`src/rtl/opdec_pkg.sv`:
```
package opdec_pkg;
  localparam int NUM_CLS = 6;
  localparam int TBL_N   = 256;

  typedef enum logic [2:0] {
    CLS_PLAIN = 3'd0,
    CLS_X0F   = 3'd1,
    CLS_P2    = 3'd2,
    CLS_P3    = 3'd3,
    CLS_P2X   = 3'd4,
    CLS_P3X   = 3'd5
  } opcls_e;

  typedef enum logic [2:0] {
    ST_FIRST,
    ST_ESC,
    ST_PF2,
    ST_PF3,
    ST_PF2ESC,
    ST_PF3ESC
  } dstate_e;

  localparam logic [7:0] BYTE_HALT = 8'hF4;
  localparam logic [7:0] BYTE_ESC  = 8'h0F;
  localparam logic [7:0] BYTE_PFX2 = 8'hF2;
  localparam logic [7:0] BYTE_PFX3 = 8'hF3;
endpackage

```
`src/rtl/opdec_seq.sv`:
```
module opdec_seq
  import opdec_pkg::*;
(
  input  logic       clk,
  input  logic       rst_n,
  input  logic       take,
  input  logic [7:0] cur_byte,
  output logic       at_first,
  output logic       done,
  output logic       is_halt,
  output opcls_e     cls
);
  dstate_e st, st_nxt;

  always_comb begin
    st_nxt  = st;
    done    = 1'b0;
    is_halt = 1'b0;
    cls     = CLS_PLAIN;
    unique case (st)
      ST_FIRST: begin
        if (cur_byte == BYTE_ESC)       st_nxt = ST_ESC;
        else if (cur_byte == BYTE_PFX2) st_nxt = ST_PF2;
        else if (cur_byte == BYTE_PFX3) st_nxt = ST_PF3;
        else begin
          done    = 1'b1;
          is_halt = (cur_byte == BYTE_HALT);
          cls     = CLS_PLAIN;
        end
      end
      ST_ESC: begin
        done   = 1'b1;
        cls    = CLS_X0F;
        st_nxt = ST_FIRST;
      end
      ST_PF2: begin
        if (cur_byte == BYTE_ESC) st_nxt = ST_PF2ESC;
        else begin
          done   = 1'b1;
          cls    = CLS_P2;
          st_nxt = ST_FIRST;
        end
      end
      ST_PF3: begin
        if (cur_byte == BYTE_ESC) st_nxt = ST_PF3ESC;
        else begin
          done   = 1'b1;
          cls    = CLS_P3;
          st_nxt = ST_FIRST;
        end
      end
      ST_PF2ESC: begin
        done   = 1'b1;
        cls    = CLS_P2X;
        st_nxt = ST_FIRST;
      end
      ST_PF3ESC: begin
        done   = 1'b1;
        cls    = CLS_P3X;
        st_nxt = ST_FIRST;
      end
      default: st_nxt = ST_FIRST;
    endcase
  end

  always_ff @(posedge clk or negedge rst_n) begin
    if (!rst_n)    st <= ST_FIRST;
    else if (take) st <= st_nxt;
  end

  assign at_first = (st == ST_FIRST);
endmodule

```
`src/rtl/opdec_table.sv`:
```
module opdec_table
  import opdec_pkg::*;
#(
  parameter logic [TBL_N-1:0] MASK_PLAIN = '0,
  parameter logic [TBL_N-1:0] MASK_X0F   = '0,
  parameter logic [TBL_N-1:0] MASK_P2    = '0,
  parameter logic [TBL_N-1:0] MASK_P3    = '0,
  parameter logic [TBL_N-1:0] MASK_P2X   = '0,
  parameter logic [TBL_N-1:0] MASK_P3X   = '0
) (
  input  opcls_e     cls,
  input  logic [7:0] cur_byte,
  output logic       hit
);
  logic [NUM_CLS-1:0][TBL_N-1:0] tbl;
  logic [NUM_CLS-1:0]            hit_v;

  assign tbl[CLS_PLAIN] = MASK_PLAIN;
  assign tbl[CLS_X0F]   = MASK_X0F;
  assign tbl[CLS_P2]    = MASK_P2;
  assign tbl[CLS_P3]    = MASK_P3;
  assign tbl[CLS_P2X]   = MASK_P2X;
  assign tbl[CLS_P3X]   = MASK_P3X;

  for (genvar c = 0; c < NUM_CLS; c++) begin : g_cls
    assign hit_v[c] = tbl[c][cur_byte];
  end

  always_comb begin
    hit = 1'b0;
    for (int c = 0; c < NUM_CLS; c++)
      if (cls == opcls_e'(c)) hit = hit_v[c];
  end
endmodule

```
`src/rtl/opdec_pc.sv`:
```
module opdec_pc #(
  parameter int              ADDR_W   = 32,
  parameter logic [ADDR_W-1:0] RESET_PC = 1
) (
  input  logic              clk,
  input  logic              rst_n,
  input  logic              step,
  input  logic              jump,
  input  logic [ADDR_W-1:0] jump_addr,
  input  logic              mark,
  output logic [ADDR_W-1:0] pc,
  output logic [ADDR_W-1:0] start_addr
);
  always_ff @(posedge clk or negedge rst_n) begin
    if (!rst_n) begin
      pc         <= RESET_PC;
      start_addr <= RESET_PC;
    end else begin
      if (jump)      pc <= jump_addr;
      else if (step) pc <= pc + 1'b1;
      if (mark)      start_addr <= pc;
    end
  end
endmodule

```
`src/rtl/opdec_top.sv`:
```
module opdec_top
  import opdec_pkg::*;
#(
  parameter int                ADDR_W     = 32,
  parameter logic [ADDR_W-1:0] RESET_PC   = 1,
  parameter logic [TBL_N-1:0]  MASK_PLAIN = (256'd1 << 8'h01) | (256'd1 << 8'h90) | (256'd1 << 8'hC3),
  parameter logic [TBL_N-1:0]  MASK_X0F   = (256'd1 << 8'h84) | (256'd1 << 8'h85) | (256'd1 << 8'hAF),
  parameter logic [TBL_N-1:0]  MASK_P2    = (256'd1 << 8'hA5),
  parameter logic [TBL_N-1:0]  MASK_P3    = (256'd1 << 8'hAB),
  parameter logic [TBL_N-1:0]  MASK_P2X   = (256'd1 << 8'h2C) | (256'd1 << 8'h58),
  parameter logic [TBL_N-1:0]  MASK_P3X   = (256'd1 << 8'h2A) | (256'd1 << 8'h2C)
) (
  input  logic              clk,
  input  logic              rst_n,
  input  logic [7:0]        in_byte,
  input  logic              in_valid,
  output logic              in_ready,
  input  logic [ADDR_W-1:0] end_addr,
  output logic [ADDR_W-1:0] pc,
  output logic              dec_valid,
  output logic [2:0]        dec_class,
  output logic [7:0]        dec_byte,
  output logic [ADDR_W-1:0] dec_addr,
  output logic              dec_halt,
  output logic              dec_illegal
);
  logic   take, at_first, done, is_halt, hit, stopped;
  logic   finish, bad;
  opcls_e cls;
  logic [ADDR_W-1:0] start_addr;

  assign in_ready = !stopped;
  assign take     = in_valid && in_ready;
  assign finish   = take && done;
  assign bad      = !is_halt && !hit;

  opdec_seq u_seq (
    .clk      (clk),
    .rst_n    (rst_n),
    .take     (take),
    .cur_byte (in_byte),
    .at_first (at_first),
    .done     (done),
    .is_halt  (is_halt),
    .cls      (cls)
  );

  opdec_table #(
    .MASK_PLAIN (MASK_PLAIN),
    .MASK_X0F   (MASK_X0F),
    .MASK_P2    (MASK_P2),
    .MASK_P3    (MASK_P3),
    .MASK_P2X   (MASK_P2X),
    .MASK_P3X   (MASK_P3X)
  ) u_tbl (
    .cls      (cls),
    .cur_byte (in_byte),
    .hit      (hit)
  );

  opdec_pc #(.ADDR_W(ADDR_W), .RESET_PC(RESET_PC)) u_pc (
    .clk        (clk),
    .rst_n      (rst_n),
    .step       (take && !(done && is_halt)),
    .jump       (finish && is_halt),
    .jump_addr  (end_addr),
    .mark       (take && at_first),
    .pc         (pc),
    .start_addr (start_addr)
  );

  always_ff @(posedge clk or negedge rst_n) begin
    if (!rst_n) begin
      stopped     <= 1'b0;
      dec_valid   <= 1'b0;
      dec_class   <= '0;
      dec_byte    <= '0;
      dec_addr    <= RESET_PC;
      dec_halt    <= 1'b0;
      dec_illegal <= 1'b0;
    end else begin
      dec_valid   <= finish;
      dec_halt    <= finish && is_halt;
      dec_illegal <= finish && bad;
      if (finish) begin
        dec_class <= cls;
        dec_byte  <= in_byte;
        dec_addr  <= at_first ? pc : start_addr;
        if (is_halt || bad) stopped <= 1'b1;
      end
    end
  end
endmodule

```
`config.mk`:
```
export PLATFORM = sky130hd
export DESIGN_NAME = opdec_top
export DESIGN_NICKNAME = d
export VERILOG_FILES = /design/src/rtl/opdec_pkg.sv /design/src/rtl/opdec_seq.sv /design/src/rtl/opdec_table.sv /design/src/rtl/opdec_pc.sv /design/src/rtl/opdec_top.sv
export SDC_FILE = /design/constraint.sdc
export NUM_CORES = 1
export LEC_CHECK = 0
export CORE_MARGIN = 2
export CORE_UTILIZATION = 30
export CTS_BUF_LIST = sky130_fd_sc_hd__clkbuf_4 sky130_fd_sc_hd__clkbuf_8
export CTS_CLUSTER_DIAMETER = 40
export DETAILED_ROUTE_END_ITERATION = 7
export DONT_BUFFER_PORTS = 1
export GPL_ROUTABILITY_DRIVEN = 0
export HOLD_SLACK_MARGIN = 0.03
export PLACE_DENSITY = 0.47
export SYNTH_ARGS = -nofsm -noshare
export SYNTH_HDL_FRONTEND = slang
export SYNTH_HIERARCHICAL = 1
export SYNTH_SLANG_ARGS = --single-unit
```
`constraint.sdc`:
```
create_clock -name clk -period 5.01 [get_ports clk]
set_input_delay 0.7515 -clock clk [delete_from_list [all_inputs] [get_ports clk]]
set_output_delay 0.7515 -clock clk [all_outputs]
set_load 0.01 [all_outputs]
```
# After elaboration in Yosys (flattened, before gate mapping)
# Memory sizes are Yosys's and may differ from the RTL's.
# Cells that the tools add are included.
# Widths: inputs -> output; s select.
# word_totals
ff_bits	114
rom_bits	1536
input_bits	43
wordCells	86
memories	6
# mem_list
name	depth	width	rd	rd_clocked_by_memory_dff	wr	line	text
(no name shown)	256	1	1	0	0	opdec_table.sv:26	assign hit_v[c] = tbl[c][cur_byte];
(no name shown)	256	1	1	0	0	opdec_table.sv:26	
(no name shown)	256	1	1	0	0	opdec_table.sv:26	
(no name shown)	256	1	1	0	0	opdec_table.sv:26	
(no name shown)	256	1	1	0	0	opdec_table.sv:26	
(no name shown)	256	1	1	0	0	opdec_table.sv:26	
# classes
n_addsub	1
order_cmp	1
eq_ne	15
mux	33
reduce_logical	20
# ops
op	count
$mux 32	3
$add 32x1->32 const B	1
$eq 8x8->1 const B	3
$mux 1	20
$mux 3	5
$pmux 3 s5	1
$eq 3x2->1 const B	4
$eq 3x3->1 const B	4
$lt 8x9->1 const B	1
$pmux 3 s3	1
$eq 8x4->1 const B	1
$logic_and 1x1->1	8
$eq 3x1->1 const B	2
$logic_not 3->1	2
$logic_not 1->1	4
$mux 2	2
$ne 4x1->1 const B	1
$reduce_and 2->1	2
$pmux 1 s3	1
$reduce_or 3->1	1
$reduce_bool 2->1	1
$reduce_or 2->1	1
$logic_or 1x1->1	1

# Depth between registers and ports, before layout
# Gate-level depths: netlist of run 1.
# depth
word_depth	14
mapped_depth	12
depth_no_buf	10

# Cells and area by module
# Netlist of run 1, hierarchy kept.
# by_module_without_submodules
mod	n_inst	cells_per_inst	area_per_inst_um2	seq_area_each_um2
opdec_pc	1	277	3017.9	1604.0
opdec_top	1	140	2357.3	1177.4
opdec_seq	1	31	255.2	75.1
opdec_table	1	25	195.2	0.0

# Worst setup path after synthesis of run 1
# No wires, ideal clock.
# synth_path
path_kind	input to register
from	input in_byte[5]
to	register u_pc.pc[25]
setup_ns	0.082
t_arrival_ns	3.525
required_time_ns	4.928
setup_slack_ns	1.403
cell_stages	11
path_cell_list	or4_4 -> o21ai_2 -> o21ba_4 -> a21o_1 -> a21boi_0 -> and4_1 -> buf_2 -> nand4_2 -> clkbuf_2 -> or4_1 -> a31oi_1
# synth_via
elab_chain_cells	9
# synth_lines
item	line	text
start, declared	opdec_top.sv:15	input logic [7:0] in_byte,
$eq 8x8->1	opdec_seq.sv:24	else if (cur_byte == BYTE_PFX3) st_nxt = ST_PF3;
$mux 1	opdec_seq.sv:24	
$mux 1	opdec_seq.sv:23	else if (cur_byte == BYTE_PFX2) st_nxt = ST_PF2;
$mux 1	opdec_seq.sv:22	if (cur_byte == BYTE_ESC) st_nxt = ST_ESC;
$pmux 1 s3 *	opdec_seq.sv:20	unique case (st)
via done	opdec_top.sv:27	logic take, at_first, done, is_halt, hit, stopped;
$logic_and 1x1->1	opdec_top.sv:64	.step (take && !(done && is_halt)),
$logic_not 1->1	opdec_top.sv:64	
$logic_and 1x1->1	opdec_top.sv:64	
$reduce_bool 2->1 (no line)	-	
end signal, assigned	opdec_pc.sv:19	if (jump) pc <= jump_addr;
end signal, assigned	opdec_pc.sv:20	else if (step) pc <= pc + 1'b1;
end, declared	opdec_pc.sv:11	output logic [ADDR_W-1:0] pc,
# Mark *: on every way through the listed nets, which the timed path passes. The rest lies on a longest branch.
# A chain may end at the register's enable or synchronous reset.

# Worst setup path after layout of run 1
# layout_path
from	input in_byte[5]
to	register u_pc.pc[27]
# The elaborated chain is that of the path after synthesis.

==> flow_summary_export.csv, run 1 <==
group,metric,value,unit
timing,timing.final.crit_share,0.724,
timing,timing_worst_slew_pin_value,1.02,ns
logic_synthesis,cells_after_synthesis,473,
floorplanning,floorplan_die_area,20500,µm²
worst_setup_path,timing.critical_path.cells,"or4_4 -> o21ai_2 -> o21ba_4 -> a21o_1 -> a21boi_0 -> and4_1 -> nand4_2 -> or4_1 -> a31oi_1",
logic_synthesis,synth_adder_area_share,0.00215,
clock_tree,max-clock-path-buffers,2,
final_layout,utilization,0.337,
logic_synthesis,yosys.area_share.simple,0.138,
global_routing,grt_start_max_net_pins,112,
drt,routed_length_per_placed_instance,19.4,µm
global_routing,first_global_vias,3924,
clock_tree,cts_buffers,17,
final_layout,post_synthesis_to_final_layout_area_growth,9.15,%
floorplanning,floorplan.initialDensity,0.308,
timing,rsz0062_at_grt,"false",
floorplanning,floorplan.die.width,143,µm
final_layout,final_net_count,512,
worst_setup_path,path_delay_family,"simple AND/OR/NAND/NOR gates",
drt,wirelength,14400,µm
worst_setup_path,worstPathMaxFanout,12,
clock_tree,cts_tree,"done",
logic_synthesis,synth.yosys.warnings,6,
placed_design,place_hpwl,9360,µm
drt,drc_errors,0,
logic_synthesis,synth_fp_nets,517,
timing,finalMaxSlewViolations,0,
pwr,vdd_drop_max,0.169,mV
logic_synthesis,most_instantiated_flip_flop_cell_in_the_synthesis_netlist,"sky130_fd_sc_hd__dfrtp_1",
global_routing,wire_length_of_the_first_global_routing_pass,22700,µm
drt,vias_after_detailed_routing,3758,
logic_synthesis,main_combinational_cell_family_by_area_after_synthesis,"multiplexers",
timing,fin_worst_skew,0.0174,ns
final_layout,fillerInstances,1918,
worst_setup_path,crit_path_end_kind,"flop",
drt,drt_first_pass_iters,4,
final_layout,n_antenna_cell,0,
clock_tree,cts.hold.buffers_added,1,
logic_synthesis,synthesis.area_per_instance,12.3,µm²
pwr,post-layout-total-power,0.00240,W
worst_setup_path,critical_path_required,5.37,ns
final_layout,final_cell_area,6360,µm²
logic_synthesis,synth_seq_cells,114,
pwr,power_per_cell_area,377,nW/µm²
timing,hold_violations,0,
final_layout,regArea,2860,µm²
logic_synthesis,share_of_cell_area_taken_by_muxes_after_synthesis,0.235,
final_layout,area_of_the_multi_input_gates,2730,µm²
logic_synthesis,syn_area,5830,µm²
worst_hold_path,hp-class,"in2async",
clock_tree,htreeDepth,4,
floorplanning,ioPinCount,122,
logic_synthesis,synth-async-reset-ratio,1.00,
clock_tree,cts.repair_timing.setup_buffer_count,0,
clock_tree,insertion_delay,0.44,ns
placed_design,placement.io_buffers,0,
timing,min_period,3.63,ns
worst_setup_path,timing.critical_path.arrival,3.99,ns
placed_design,preCtsSetupSlack,0.976,ns
pwr,power_switching_share,0.296,
worst_setup_path,crit_path_start_kind,"input pin",
logic_synthesis,synth-xor-area-share,0.0195,
clock_tree,clock_tree.root_cell,"sky130_fd_sc_hd__clkbuf_8",
pwr,proportion_of_power_drawn_by_flip_flops_and_latches,0.497,
pwr,power.static_leakage,2.78,nW
final_layout,drive_above_1_share,0.328,
pwr,fraction_of_power_consumed_by_combinational_cells,0.151,
clock_tree,cts.sink_count,114,
pwr,switchingPower,0.000710,W
logic_synthesis,yosysUniqueCellTypes,55,
timing,slew-limit-headroom,0.318,
logic_synthesis,synth_compound_gate_area_share,0.0732,
floorplanning,die_h,143,µm
status,status,"finished clean",
worst_setup_path,worstPathBufferInverterCount,0,
worst_setup_path,slowest_stage,"sky130_fd_sc_hd__a21boi_0",
clock_tree,post_cts_resized,0,
global_routing,gr-usage-all-layers,0.146,
logic_synthesis,ys_seq_area_frac,0.490,
job,maxCapViolCount,0,
worst_setup_path,timing.setup.critical_path_class,"in2reg",
drt,antenna_violating_nets_post_route,0,
timing,fmaxAchievable,276,MHz
pwr,p_int,0.00169,W
floorplanning,coreArea,18900,µm²
timing,setup_tns,0,ns
timing,finalWorstSetupSlack,1.38,ns
drt,via_per_inst,5.07,
global_routing,number_of_antenna_violations_at_the_first_check_in_global_routing,0,
worst_setup_path,slowest_stage_delay_on_critical_path,0.63,ns
global_routing,grt_remaining_overflow,0,
floorplanning,placement_rows,50,
timing,setup_violations,0,
logic_synthesis,number_of_enable_flip_flop_cells_after_synthesis,0,
pwr,power_frac_clock,0.352,
drt,drt-initial-drc-count,234,
clock_tree,clk_transition_reported_paths,0.08,ns
placed_design,post_dp_cell_area,5950,µm²
==> sequential cells by signal (all words and copies together), names as in the netlist <==
name and count:
u_seq/st 3, dec_byte 8, dec_halt 1, u_pc/pc 32, dec_class 3, stopped 1, dec_illegal 1, dec_valid 1
dec_addr 32, u_pc/start_addr 32
==> area by class of cell <==
type / count / share of cell area
inverter: 7 / 0.00413
clock buffer: 23 / 0.0468
sequential: 114 / 0.449
clock inverter: 9 / 0.0128
timing repair buffer: 3 / 0.00669
multi-input combinational: 325 / 0.429
tap: 260 / 0.0512
==> Yosys cell counts (4+ instances only) <==
cell type	number	area, µm²
sky130_fd_sc_hd__a31oi_1	15	93.8
sky130_fd_sc_hd__and3_1	8	50.1
sky130_fd_sc_hd__and4_1	5	43.8
sky130_fd_sc_hd__buf_6	7	78.8
sky130_fd_sc_hd__clkbuf_1	9	33.8
sky130_fd_sc_hd__dfrtp_1	111	2780
sky130_fd_sc_hd__inv_1	7	26.3
sky130_fd_sc_hd__mux2_2	70	788
sky130_fd_sc_hd__mux2_4	38	571
sky130_fd_sc_hd__nand2_1	28	105
sky130_fd_sc_hd__nand2b_1	4	25.0
sky130_fd_sc_hd__nand3_1	11	55.1
sky130_fd_sc_hd__nand4_1	14	87.6
sky130_fd_sc_hd__nor2_1	22	82.6
sky130_fd_sc_hd__nor3_1	4	20.0
sky130_fd_sc_hd__nor3b_1	4	30.0
sky130_fd_sc_hd__o211ai_1	4	30.0
sky130_fd_sc_hd__o21ai_0	23	115
sky130_fd_sc_hd__o31ai_1	8	60.1
sky130_fd_sc_hd__or3_1	8	50.1
sky130_fd_sc_hd__or4_1	10	75.1
sky130_fd_sc_hd__xnor2_1	5	43.8
sky130_fd_sc_hd__xor2_1	8	70.1
==> power by group through the flow <==
stage,Sequential [W],Combinational [W],Clock (W)
2_1_floorplan,0.00116,0.000321,0
3_3_place_gp,0.00121,0.000343,0
3_5_place_dp,0.00121,0.000347,0
4_1_cts,0.00119,0.000369,0.000885
5_1_grt,0.00121,0.000396,0.000928
6_report,0.00119,0.000362,0.000842
==> path summary, 6_finish.rpt <==
path                                     start                  end  slack, ns  depth (start not counted)
min in group clk                   end_addr[3]           u_pc/pc[3]       0.43                          2
min                                      rst_n   u_pc/start_addr[0]       0.15                          0
max                                 in_byte[5]          u_pc/pc[27]       1.38                          9
max reg2reg                        u_seq/st[2]          u_pc/pc[27]       1.69                         10
max in group asynchronous                rst_n   u_pc/start_addr[2]       4.31                          1
min reg2reg                u_pc/start_addr[20]  u_pc/start_addr[20]       0.50                          1
==> kinds of logic after synthesis <==
kind of cell / after synthesis
simple gates: 138
flops: 114
mux: 109
compound gates: 64
buf+inv: 34
xor+xnor: 13
fa+ha+maj: 1
==> metrics by stage <==
step                      hold WS (ns)  instances
after global placement           0.460        708
after floorplan                  0.456        473
after CTS                        0.101        741
final                            0.151        741
after global routing            0.0949        741
after detailed placement         0.460        708
==> routing by layer <==
layer	up-vias	global-route usage	share of wire
met2	105	0.229	0.47
met4	0	0.0485	0.011
li1	1743	-	-
met1	1900	0.189	0.45
met5	-	0	0
met3	10	0.0513	0.071
==> layout by cell type, fill, tap and decap left out, types with 3 or more instances in the layout <==
| cell type | instances |
|---|---|
| sky130_fd_sc_hd__mux2_4 | 38 |
| sky130_fd_sc_hd__nand4_1 | 14 |
| sky130_fd_sc_hd__nor2_1 | 22 |
| sky130_fd_sc_hd__and4_1 | 5 |
| sky130_fd_sc_hd__nor4b_1 | 3 |
| sky130_fd_sc_hd__nand2_1 | 28 |
| sky130_fd_sc_hd__or3_1 | 8 |
| sky130_fd_sc_hd__o211ai_1 | 4 |
| sky130_fd_sc_hd__o21ai_0 | 23 |
| sky130_fd_sc_hd__xnor2_1 | 5 |
| sky130_fd_sc_hd__o31ai_1 | 8 |
| sky130_fd_sc_hd__nand3_1 | 11 |
| sky130_fd_sc_hd__inv_1 | 6 |
| sky130_fd_sc_hd__and3_1 | 8 |
| sky130_fd_sc_hd__clkbuf_4 | 3 |
| sky130_fd_sc_hd__nor3b_1 | 4 |
| sky130_fd_sc_hd__nand2b_1 | 4 |
| sky130_fd_sc_hd__clkinvlp_4 | 3 |
| sky130_fd_sc_hd__nor3_1 | 4 |
| sky130_fd_sc_hd__xor2_1 | 8 |
| sky130_fd_sc_hd__dfstp_2 | 3 |
| sky130_fd_sc_hd__or4_1 | 10 |
| sky130_fd_sc_hd__mux2_2 | 70 |
| sky130_fd_sc_hd__dfrtp_1 | 111 |
| sky130_fd_sc_hd__clkbuf_8 | 20 |
| sky130_fd_sc_hd__a31oi_1 | 15 |
| sky130_fd_sc_hd__clkinv_2 | 4 |
No activity file was read; power rests on OpenSTA's default activity.
==> inputs of run 2 (changes only) <==
==> constraint.sdc (replaced) <==
create_clock -name clk -period 3.7 [get_ports clk]
set_input_delay 0.555 -clock clk [delete_from_list [all_inputs] [get_ports clk]]
set_output_delay 0.555 -clock clk [all_outputs]
set_load 0.01 [all_outputs]
==> run 2 against run 1 <==
Compared with the run above:
- count of clock-buffer cells in the layout increased by 1
- power grew 42%
- clock power up 54%
- register-to-register slack worse by 0.87 ns
- sequential cell count unchanged
- worst hold slack got worse by 0.075 ns
- routed wire length rose by 0.30%
- design area rose by 1.6%
- critical path depth stayed put
- cell count up 0.67%
- setup slack got worse by 0.65 ns
- via count grew 0.29%
- highest routed layer unchanged
==> flow_summary_export.csv, run 2 (same netlist as run 1, synthesis figures left out) <==
group,metric,value,unit
floorplanning,floorplan.initialDensity,0.308,
clock_tree,cts.repair_timing.setup_buffer_count,0,
final_layout,final_net_count,517,
placed_design,dp_cells,713,
final_layout,fillerInstances,1905,
worst_setup_path,crit_path_end_kind,"flop",
worst_hold_path,hp-class,"in2async",
drt,antenna_violating_nets_post_route,0,
timing,hold_violations,0,
clock_tree,max-clock-path-buffers,2,
clock_tree,insertion_delay,0.44,ns
timing,timing_worst_slew_pin_value,1.06,ns
timing,final.hold.worst_slack,0.0763,ns
floorplanning,floorplan_die_area,20500,µm²
placed_design,place_hpwl,9480,µm
pwr,post-layout-total-power,0.00341,W
final_layout,drive_above_1_share,0.335,
clock_tree,cts.sink_count,114,
timing,slew-limit-headroom,0.293,
final_layout,layout_common_cells,"sky130_fd_sc_hd__dfrtp_1, sky130_fd_sc_hd__mux2_2, sky130_fd_sc_hd__mux2_4",
floorplanning,die_h,143,µm
global_routing,gr-usage-all-layers,0.148,
final_layout,final_common_cell,"sky130_fd_sc_hd__dfrtp_1",
pwr,vdd_drop_max,0.209,mV
final_layout,post_synthesis_to_final_layout_area_growth,10.9,%
final_layout,reg.largest.list,"dec_addr (32), u_pc/pc (32), u_pc/start_addr (32)",
timing,setup_violations,0,
global_routing,grt_start_max_net_pins,115,
clock_tree,cts_buffers,17,
timing,timing.final.crit_share,0.803,
clock_tree,post_cts_resized,0,
drt,wirelength,14400,µm
global_routing,number_of_antenna_violations_at_the_first_check_in_global_routing,0,
clock_tree,cts.hold.buffers_added,1,
job,maxCapViolCount,0,
floorplanning,ioPinCount,122,
final_layout,n_antenna_cell,0,
timing,fmaxAchievable,336,MHz
pwr,power.static_leakage,2.84,nW
global_routing,grt_remaining_overflow,0,
timing,setup_tns,0,ns
clock_tree,cts_tree,"done",
global_routing,first_global_vias,3948,
status,status,"finished clean",
worst_setup_path,timing.critical_path.arrival,3.32,ns
clock_tree,clk_transition_reported_paths,0.07,ns
worst_setup_path,crit_path_start_kind,"input pin",
timing,finalWorstSetupSlack,0.728,ns
worst_setup_path,critical_path_required,4.05,ns
floorplanning,placement_rows,50,
final_layout,final-instance-count-excl-fill,746,
floorplanning,coreArea,18900,µm²
clock_tree,clock_tree.root_cell,"sky130_fd_sc_hd__clkbuf_8",
floorplanning,floorplan.die.width,143,µm
drt,drt_first_pass_iters,4,
timing,fin_worst_skew,0.0131,ns
timing,min_period,2.97,ns
global_routing,wire_length_of_the_first_global_routing_pass,23000,µm
worst_setup_path,timing.setup.critical_path_class,"in2reg",
drt,via_per_inst,5.05,
drt,routed_length_per_placed_instance,19.4,µm
drt,drc_errors,0,
timing,finalMaxSlewViolations,0,
clock_tree,htreeDepth,4,
placed_design,placement.io_buffers,0,
drt,vias_after_detailed_routing,3769,
worst_setup_path,worstPathMaxFanout,12,
pwr,power_per_cell_area,528,nW/µm²
timing,rsz0062_at_grt,"false",
placed_design,preCtsSetupSlack,0.260,ns
drt,drt-initial-drc-count,101,
## run 2: final timing paths
check / from / to / slack (ns) / cells past startpoint
setup / recovery: in_byte[5] / u_pc/pc[27] / 0.73 / 9
hold / removal: rst_n / u_pc/start_addr[21] / 0.08 / 1
setup reg to reg: u_seq/st[1] / u_pc/pc[27] / 0.82 / 10
hold reg to reg: u_pc/start_addr[12] / u_pc/start_addr[12] / 0.50 / 1
max in group asynchronous: rst_n / u_pc/pc[5] / 3.18 / 1
min in group clk: end_addr[7] / u_pc/pc[7] / 0.24 / 2
## run 2: cell type report
| cell class | count | area [µm²] | share of cell area |
|---|---|---|---|
| sequential | 114 | 2860 | 0.442 |
| multi-input combinational | 325 | 2730 | 0.423 |
| tap | 260 | 325 | 0.0504 |
| clock buffer | 24 | 318 | 0.0492 |
| clock inverter | 8 | 124 | 0.0192 |
| timing repair buffer | 8 | 80.1 | 0.0124 |
| inverter | 7 | 26.3 | 0.00407 |
## run 2: through the flow
step	utilization	instance area, µm²
2_1_floorplan	-	5830
4_1_cts	0.342	6460
3_3_place_gp	0.317	5990
3_5_place_dp	0.317	5990
5_1_grt	0.342	6460
6_report	0.342	6460
## run 2: critical path: stages
cell	delay, ns
sky130_fd_sc_hd__or4_4	0.54
sky130_fd_sc_hd__o21ai_2	0.19
sky130_fd_sc_hd__o21ba_4	0.19
sky130_fd_sc_hd__a21o_1	0.17
sky130_fd_sc_hd__a21boi_0	0.34
sky130_fd_sc_hd__and4_1	0.33
sky130_fd_sc_hd__nand4_2	0.26
sky130_fd_sc_hd__or4_1	0.57
sky130_fd_sc_hd__a31oi_1	0.20
## run 2: metal layers
| layer | routed length [µm] | GRT usage | part of all wire |
|---|---|---|---|
| met1 | 6350 | 0.190 | 0.44 |
| met2 | 6700 | 0.223 | 0.46 |
| met3 | 1100 | 0.0603 | 0.076 |
| met4 | 293 | 0.0599 | 0.020 |
| met5 | 0 | 0 | 0 |
## run 2: power by group
group          leakage (nW)  switching [W]  internal, W
combinational          1.08       0.000219     0.000277
clock                 0.222       0.000530     0.000771
sequential             1.53       0.000209      0.00141
total                  2.84       0.000958      0.00245
